==> src/rtl/lnsmd_pkg.sv <==
package lnsmd_pkg;

  typedef enum logic [1:0] {
    LC_ZERO = 2'b00,
    LC_NORM = 2'b01,
    LC_INF  = 2'b10,
    LC_NAN  = 2'b11
  } lnsmd_class_e;

endpackage

==> src/rtl/lnsmd_log_arith.sv <==
module lnsmd_log_arith #(
  parameter int LOG_W = 16
) (
  input  logic [LOG_W-1:0] lg_a,
  input  logic [LOG_W-1:0] lg_b,
  input  logic             do_sub,
  output logic [LOG_W-1:0] lg_res,
  output logic             too_big,
  output logic             too_small
);
  localparam int EXT_W = LOG_W + 1;

  logic [EXT_W-1:0] ext_a;
  logic [EXT_W-1:0] ext_b;
  logic [EXT_W-1:0] ext_r;

  always_comb begin
    ext_a = {lg_a[LOG_W-1], lg_a};
    ext_b = {lg_b[LOG_W-1], lg_b};
    if (do_sub) ext_r = ext_a - ext_b;
    else        ext_r = ext_a + ext_b;
    // guard bit disagrees with the top result bit when out of range
    too_big   = ~ext_r[EXT_W-1] &  ext_r[LOG_W-1];
    too_small =  ext_r[EXT_W-1] & ~ext_r[LOG_W-1];
    lg_res    = ext_r[LOG_W-1:0];
  end
endmodule

==> src/rtl/lnsmd_class_rules.sv <==
module lnsmd_class_rules
  import lnsmd_pkg::*;
(
  input  lnsmd_class_e cls_a,
  input  lnsmd_class_e cls_b,
  input  logic         is_div,
  input  logic         rng_hi,
  input  logic         rng_lo,
  output lnsmd_class_e cls_out
);
  logic a_z, a_i, b_z, b_i, any_nan;

  always_comb begin
    a_z     = (cls_a == LC_ZERO);
    a_i     = (cls_a == LC_INF);
    b_z     = (cls_b == LC_ZERO);
    b_i     = (cls_b == LC_INF);
    any_nan = (cls_a == LC_NAN) | (cls_b == LC_NAN);

    if (any_nan) begin
      cls_out = LC_NAN;
    end else if (!is_div) begin
      if ((a_z & b_i) | (a_i & b_z)) cls_out = LC_NAN;
      else if (a_z | b_z)            cls_out = LC_ZERO;
      else if (a_i | b_i)            cls_out = LC_INF;
      else if (rng_hi)               cls_out = LC_INF;
      else if (rng_lo)               cls_out = LC_ZERO;
      else                           cls_out = LC_NORM;
    end else begin
      if ((a_z & b_z) | (a_i & b_i)) cls_out = LC_NAN;
      else if (a_z | b_i)            cls_out = LC_ZERO;
      else if (a_i | b_z)            cls_out = LC_INF;
      else if (rng_hi)               cls_out = LC_INF;
      else if (rng_lo)               cls_out = LC_ZERO;
      else                           cls_out = LC_NORM;
    end
  end
endmodule

==> src/rtl/lnsmd_unit.sv <==
module lnsmd_unit
  import lnsmd_pkg::*;
#(
  parameter int INT_W  = 6,
  parameter int FRAC_W = 10
) (
  input  logic                         clk,
  input  logic                         rst,
  input  logic                         in_valid,
  input  logic                         op_div,
  input  logic [INT_W+FRAC_W+2:0]      a_word,
  input  logic [INT_W+FRAC_W+2:0]      b_word,
  output logic                         out_valid,
  output logic [INT_W+FRAC_W+2:0]      res_word
);
  localparam int LOG_W  = INT_W + FRAC_W;
  localparam int WORD_W = LOG_W + 3;
  localparam int SGN_B  = LOG_W;

  lnsmd_class_e           cls_a, cls_b, cls_r;
  logic [LOG_W-1:0]       lg_sum;
  logic                   hi_ovf, lo_ovf;
  logic                   sgn_r;
  logic [WORD_W-1:0]      nxt_word;

  assign cls_a = lnsmd_class_e'(a_word[WORD_W-1:WORD_W-2]);
  assign cls_b = lnsmd_class_e'(b_word[WORD_W-1:WORD_W-2]);
  assign sgn_r = a_word[SGN_B] ^ b_word[SGN_B];

  lnsmd_log_arith #(.LOG_W(LOG_W)) u_arith (
    .lg_a      (a_word[LOG_W-1:0]),
    .lg_b      (b_word[LOG_W-1:0]),
    .do_sub    (op_div),
    .lg_res    (lg_sum),
    .too_big   (hi_ovf),
    .too_small (lo_ovf)
  );

  lnsmd_class_rules u_rules (
    .cls_a   (cls_a),
    .cls_b   (cls_b),
    .is_div  (op_div),
    .rng_hi  (hi_ovf),
    .rng_lo  (lo_ovf),
    .cls_out (cls_r)
  );

  always_comb begin
    if (cls_r == LC_NORM) nxt_word = {cls_r, sgn_r, lg_sum};
    else                  nxt_word = {cls_r, sgn_r, {LOG_W{1'b0}}};
  end

  always_ff @(posedge clk) begin
    if (rst) begin
      out_valid <= 1'b0;
      res_word  <= '0;
    end else begin
      out_valid <= in_valid;
      if (in_valid) res_word <= nxt_word;
    end
  end

  AST_VALID_FOLLOWS: assert property (@(posedge clk) disable iff (rst)
    in_valid |=> out_valid);
  AST_IDLE_QUIET: assert property (@(posedge clk) disable iff (rst)
    !in_valid |=> !out_valid);
  AST_SIGN_XOR: assert property (@(posedge clk) disable iff (rst)
    in_valid |=> (res_word[SGN_B] == ($past(a_word[SGN_B]) ^ $past(b_word[SGN_B]))));
  AST_NAN_SPREADS: assert property (@(posedge clk) disable iff (rst)
    (in_valid && (a_word[WORD_W-1:WORD_W-2] == 2'b11 || b_word[WORD_W-1:WORD_W-2] == 2'b11))
    |=> (res_word[WORD_W-1:WORD_W-2] == 2'b11));
  AST_MUL_ZERO_NOT_NORM: assert property (@(posedge clk) disable iff (rst)
    (in_valid && !op_div && (a_word[WORD_W-1:WORD_W-2] == 2'b00 || b_word[WORD_W-1:WORD_W-2] == 2'b00))
    |=> (res_word[WORD_W-1:WORD_W-2] != 2'b01));
  AST_SPECIAL_LOG_CLEAR: assert property (@(posedge clk) disable iff (rst)
    (out_valid && res_word[WORD_W-1:WORD_W-2] != 2'b01) |-> (res_word[LOG_W-1:0] == '0));
endmodule

==> config.mk <==
export PLATFORM = sky130hd
export DESIGN_NAME = lnsmd_unit
export DESIGN_NICKNAME = d
export VERILOG_FILES = /design/src/rtl/lnsmd_pkg.sv /design/src/rtl/lnsmd_log_arith.sv /design/src/rtl/lnsmd_class_rules.sv /design/src/rtl/lnsmd_unit.sv
export SDC_FILE = /design/constraint.sdc
export NUM_CORES = 1
export LEC_CHECK = 0
export BUFFER_PORTS_ARGS = -buffer_cell sky130_fd_sc_hd__buf_2
export CORE_AREA = 4 4 81 83
export CTS_CLUSTER_DIAMETER = 40
export DETAILED_ROUTE_END_ITERATION = 10
export DIE_AREA = 0 0 85 87
export HOLD_SLACK_MARGIN = 0.15
export MAX_ROUTING_LAYER = met4
export PLACE_DENSITY = 0.6
export SYNTH_ARGS = -nofsm -noshare
export SYNTH_HDL_FRONTEND = slang
export SYNTH_HIERARCHICAL = 1
export SYNTH_SLANG_ARGS = --single-unit
==> constraint.sdc <==
create_clock -name clk -period 7.7 [get_ports clk]
set_input_delay 1.54 -clock clk [delete_from_list [all_inputs] [get_ports clk]]
set_output_delay 1.54 -clock clk [all_outputs]
set_load 0.005 [all_outputs]
==> reports/metrics.yaml, run 1 <==
cp-start-kind: "primary input"
grt_pass1_vias: 2027
final_common_cell: "buf_2"
tightestPinTransition_ns: 0.750
ys_seq_elements: 20
nFillCells: 599
layout_min_cycle_time_ns: 5.48
fmax_ghz: 0.182
avgRoutedWirePerCell_um: 13.3
cts_setup_buffers: 0
slew_viol_final: 0
finalHoldViolations: 0
core-area_mm2: 0.00585
tns_ns: 0
clk_latency_ns: 0.26
final_cell_mix: "61 x buf_2, 29 x nor2_1, 25 x a21oi_1"
dr.pass1.iters: 4
grt_max_degree: 38
clock-root-buffer: "clkbuf_8"
cp.required_ns: 7.83
synthCells: 280
die-area_mm2: 0.00740
syn2layout_area_growth_pct: 15.5
yosys_warnings: 6
hold-worst-slack_ns: 0.472
p_per_area_mw_per_mm2: 140
grt_usage_pct: 14.8
htreeDepth: 1
fin_skew_ns: 0
dp_hpwl_um: 4410
drt_iter0_drc: 120
clockBufferDepth: 2
dp_cells: 402
finalInstanceArea_mm2: 0.00267
initial_core_util_pct: 39.4
drive_above_1_share_pct: 27.8
top_level_ports: 62
gr-usage-met1_pct: 19.2
die_w_um: 85
setup_viol: 0
critical_path.endpoint_type: "register"
met3_usage_pct: 1.61
drt-vias-per-instance: 5.37
status: "complete, no violations"
slew_headroom_pct: 49.9
ctsHoldBuffers: 0
postRouteWirelength_um: 5390
seq_area_frac_synth_pct: 17.4
netlist_area_mm2: 0.00231
grt_pass1_wl_um: 8910
critPathArrivalTime_ns: 5.61
p_int_uw: 235
synthFlopType: "dfxtp_1"
place_area_mm2: 0.00261
p_leak_uw: 0.00117
stdcell_count: 406
antenna_cells: 0
vias: 2181
numPortBuffers: 61
die_h_um: 87
synth_nets: 340
cts.clk_slew.worst_paths_ns: 0.07
met2_usage_pct: 24.4
timing_worst_setup_path_type: "primary input to register"
overflow: 0
vdd_drop_max_uv: 82.5
tritoncts: "built"
power.switching_uw: 138
ys_async_sr_fraction_pct: 0
rows: 28
switching_share_pct: 37.1
cts_resized: 0
nNetsFinal: 392
detail-route-antenna-nets: 0
rsz0062_at_grt: "false"
hold_class: "register to register"
fin_crit_sh_pct: 71.2
worstPathMaxFanout: 17
power.share.clock_pct: 21.1
numClockSinks: 20
antenna_found_initial: 0
synth_cell_type_count: 51
synth.avg_cell_area_um2: 8.24
gp_congestion: 0.876
sequentialPowerShare_pct: 29.6
grt-busiest-layer: "met2"
cts_buffers: 3
synth-edff-count: 0
drc: 0
drv_cap: 0
pwr-share-comb_pct: 49.3
critical path, stage by stage:
cell      delay, ns
buf_2          0.12
inv_1          0.05
ha_1           0.16
nor3b_4        0.28
a31o_2         0.26
o21ai_0        0.13
xnor2_1        0.15
ha_1           0.44
and3_1         0.26
and4_1         0.19
o21ai_0        0.13
a211o_1        0.35
a211oi_2       0.22
nor3b_1        0.07
o21ai_0        0.16
nand4_1        0.61
nand4b_1       0.41
a21oi_2        0.07
per-layer routing:
| metal | vias to the layer above | share of wire, % |
|---|---|---|
| li1 | 1129 | - |
| met1 | 995 | 49 |
| met2 | 51 | 45 |
| met3 | 6 | 4.7 |
| met4 | 0 | 0.89 |
| met5 | - | 0 |
power by group through the flow:
| stage | sequential [uW] | combinational [uW] | clock (uW) |
|---|---|---|---|
| final | 111 | 184 | 78.5 |
| after global routing | 111 | 207 | 88.0 |
| after global placement | 113 | 183 | 0 |
| after floorplan | 113 | 140 | 0 |
| after CTS | 111 | 184 | 81.6 |
| after detailed placement | 113 | 183 | 0 |
metrics by stage:
step / worst slack, ns / total power (uW) / utilization [%]
2_1_floorplan: 3.00 / 253 / -
6_report: 2.22 / 373 / 45.6
5_1_grt: 1.81 / 406 / 45.6
3_5_place_dp: 1.96 / 296 / 44.6
3_3_place_gp: 2.15 / 296 / 44.6
4_1_cts: 2.23 / 376 / 45.6
sequential cells by signal, summed over array words and instances (netlist names):
register   flops
out_valid      1
res_word      19
Yosys cell counts, types with 2 or more instances:
master / number / share of area [%]
nor4_1: 2 / 0.54
nand2b_1: 11 / 3.0
o211ai_1: 3 / 0.98
a311o_1: 2 / 0.87
and3_1: 2 / 0.54
buf_4: 2 / 0.65
ha_1: 17 / 9.2
xor2_1: 9 / 3.4
dfxtp_1: 20 / 17
o211a_1: 3 / 1.3
a31oi_1: 3 / 0.81
a211o_1: 2 / 0.76
a211oi_2: 3 / 1.6
a21oi_1: 25 / 5.4
xnor2_1: 17 / 6.5
a21oi_2: 10 / 3.8
a311oi_1: 2 / 0.76
a211oi_1: 3 / 0.98
and4_1: 2 / 0.76
nand4b_1: 16 / 6.1
nor3b_1: 3 / 0.98
mux2i_1: 4 / 1.7
nor3_1: 3 / 0.65
nor2b_1: 4 / 1.1
nand2_1: 9 / 1.5
clkbuf_1: 3 / 0.49
o21ai_0: 13 / 2.8
buf_2: 5 / 1.1
buf_6: 4 / 2.0
o21a_1: 2 / 0.65
nor2_1: 29 / 4.7
nand4_1: 3 / 0.81
o21bai_1: 2 / 0.65
nand3_1: 5 / 1.1
inv_1: 7 / 1.1
a21o_1: 7 / 2.3
nand2b_4: 9 / 5.4
cells by family after synthesis:
family	share of synthesized area (%)
mux	1.74
xor+xnor	9.87
buf+inv	5.31
simple gates	30.4
fa+ha+maj	10.1
compound gates	25.3
flops	17.4
final cells by class:
type,instances,area [um2],share of cell area (%)
multi-input cells,239,1780,66.9
flip-flops and latches,20,400,15.0
repair buffers,61,305,11.5
well taps,75,93.8,3.52
clock buffers,4,55.1,2.07
inverters,7,26.3,0.986
path summary, 6_finish.rpt:
path	startpoint	to	slack, ns	depth (start not counted)
worst max-delay path	b_word[0]	res_word[12]	2.22	18
worst min-delay path	res_word[2]	res_word[2]	0.47	2
worst max register to register	res_word[16]	res_word[16]	7.05	2
worst min register to register	res_word[2]	res_word[2]	0.47	2
(Power assumes the default switching activity.)
==> run 2: changes to the inputs <==
==> constraint.sdc (replaced) <==
create_clock -name clk -period 5.4 [get_ports clk]
set_input_delay 1.08 -clock clk [delete_from_list [all_inputs] [get_ports clk]]
set_output_delay 1.08 -clock clk [all_outputs]
set_load 0.005 [all_outputs]
==> run 2 against run 1 <==
Compared with the run above: clock power rose by 44%; clock-buffer cell count is the same; sequential share of layout area about the same; critical endpoint is now res_word[13].
==> reports/metrics.yaml, run 2 (synthesis results as in run 1) <==
overflow: 0  # unchanged
cpPeakStageDelay_ns: 0.44  # was 0.61 ns
core-area_mm2: 0.00585  # unchanged
top_level_ports: 62  # unchanged
initial_core_util_pct: 39.4  # unchanged
gp_congestion: 0.862  # was 0.876
slew_viol_final: 0  # unchanged
clockBufferDepth: 2  # unchanged
fmax_ghz: 0.218
die_h_um: 87  # unchanged
drive_above_1_share_pct: 28.0  # was 27.8%
cts_setup_buffers: 0  # unchanged
critPathArrivalTime_ns: 4.77  # was 5.61 ns
met3_usage_pct: 1.61  # unchanged
cp.required_ns: 5.59  # was 7.83 ns
largest_reg_flops: 19  # unchanged
path_cells: "buf_2 -> nor3_1 -> a31oi_1 -> o21bai_1 -> xnor2_1 -> ha_1 -> nand3_1 -> o22ai_1 -> a21oi_1 -> a21boi_1 -> a211oi_2 -> a311o_1 -> a21o_1 -> nand4b_1 -> a21oi_2"  # was buf_2 -> inv_1 -> ha_1 -> nor3b_4 -> a31o_2 -> o21ai_0 -> xnor2_1 -> ha_1 -> and3_1 -> and4_1 -> o21ai_0 -> a211o_1 -> a211oi_2 -> nor3b_1 -> o21ai_0 -> nand4_1 -> nand4b_1 -> a21oi_2
layout_min_cycle_time_ns: 4.58
dr.pass1.iters: 4  # unchanged
worstPathMaxFanout: 17  # unchanged
power.switching_uw: 200  # was 138 uW
htreeDepth: 1  # unchanged
fin_crit_sh_pct: 84.9
hold_class: "register to register"  # unchanged
grt_max_degree: 38  # unchanged
numPortBuffers: 61  # unchanged
timing_worst_setup_path_type: "primary input to register"  # unchanged
tightestPinTransition_ns: 0.600  # was 0.750 ns
tritoncts: "built"  # unchanged
largestRegisters: "res_word: 19 flops, out_valid: 1 flops"  # unchanged
antenna_found_initial: 0  # unchanged
drt-vias-per-instance: 5.28  # was 5.37
path_delay_family: "compound AO/OA/AOI/OAI gates"  # was simple AND/OR/NAND/NOR gates
switching_share_pct: 37.3  # was 37.1%
gr-usage-met1_pct: 20.0  # was 19.2%
cp-start-kind: "primary input"  # unchanged
final_cell_mix: "61 x buf_2, 29 x nor2_1, 25 x a21oi_1"  # unchanged
p_per_area_mw_per_mm2: 200  # was 140 mW/mm2
slew_headroom_pct: 60.0  # was 49.9%
numClockSinks: 20  # unchanged
avgRoutedWirePerCell_um: 13.3  # about the same
sequentialPowerShare_pct: 29.5  # was 29.6%
p_leak_uw: 0.00117  # about the same
pwr-share-comb_pct: 49.5  # was 49.3%
p_int_uw: 336  # was 235 uW
power.share.clock_pct: 21.1  # about the same
fin_util_pct: 45.7  # was 45.6%
fin_skew_ns: 0  # unchanged
grt_pass1_wl_um: 8930  # was 8910 um
nNetsFinal: 393  # was 392
rsz0062_at_grt: "false"  # unchanged
clk_latency_ns: 0.26  # about the same
grt_pass1_vias: 1971  # was 2,027
status: "complete, no violations"  # unchanged
clock-root-buffer: "clkbuf_8"  # unchanged
syn2layout_area_growth_pct: 15.8  # was 15.5%
critical_path.endpoint_type: "register"  # unchanged
setup_viol: 0  # unchanged
drt_iter0_drc: 106  # was 120
dp_cells: 403  # was 402
finalHoldViolations: 0  # unchanged
detail-route-antenna-nets: 0  # unchanged
postRouteWirelength_um: 5410  # was 5390 um
die-area_mm2: 0.00740  # unchanged
top_register: "res_word"  # unchanged
crit_buf_inv: 1  # was 2
ctsHoldBuffers: 0  # unchanged
antenna_cells: 0  # unchanged
met2_usage_pct: 23.7  # was 24.4%
rows: 28  # unchanged
grt-busiest-layer: "met2"  # unchanged
final_common_cell: "buf_2"  # unchanged
drv_cap: 0  # unchanged
vdd_drop_max_uv: 105  # was 82.5 uV
grt_usage_pct: 14.7  # was 14.8%
drc: 0  # unchanged
cts.clk_slew.worst_paths_ns: 0.07  # about the same
slowest_stage: "ha_1"  # was nand4_1
dp_hpwl_um: 4390  # was 4410 um
cts_buffers: 3  # unchanged
tns_ns: 0  # unchanged
stdcell_count: 407  # was 406
die_w_um: 85  # unchanged
cts_resized: 0  # unchanged
vias: 2149  # was 2,181
==> run 2: power by group through the flow <==
stage	clock network (uW)	registers, uW	logic, uW
5_1_grt	124	159	296
6_report	113	158	265
3_3_place_gp	0	161	263
3_5_place_dp	0	161	264
4_1_cts	115	158	265
2_1_floorplan	0	162	199
==> run 2: worst min-delay path, stage by stage, from the launching register on <==
cell      delay (ns)
dfxtp_1         0.31
nand2b_1        0.06
a21oi_1         0.06
==> run 2: layer usage <==
layer / up-vias / wire length (um) / part of all wire [%]
li1: 1132 / - / -
met1: 972 / 2740 / 51
met2: 43 / 2420 / 45
met3: 2 / 233 / 4.3
met4: 0 / 14 / 0.26
met5: - / 0 / 0
==> run 2: stage by stage <==
step	hold WS (ns)	setup slack (ns)	total power, uW	instance area, um2
final	0.469	0.817	535	2670
after global routing	0.495	0.521	579	2670
after global placement	0.461	0.681	424	2620
after CTS	0.474	0.808	539	2670
after detailed placement	0.461	0.563	426	2620
after floorplan	0.466	1.16	361	2310
==> run 2: area by class of cell <==
type | instances | area, um2
Fill cell | 607 | 3180
Multi-Input combinational cell | 239 | 1780
Sequential cell | 20 | 400
Timing Repair Buffer | 62 | 313
Tap cell | 75 | 93.8
Clock buffer | 4 | 55.1
Inverter | 7 | 26.3
==> run 2: path summary, 6_finish.rpt <==
path,startpoint,endpoint,slack [ns],cells after the start
max,b_word[2],res_word[13],0.82,15
min,res_word[4],res_word[4],0.47,2
min reg2reg,res_word[4],res_word[4],0.47,2
max reg2reg,res_word[16],res_word[16],4.74,2
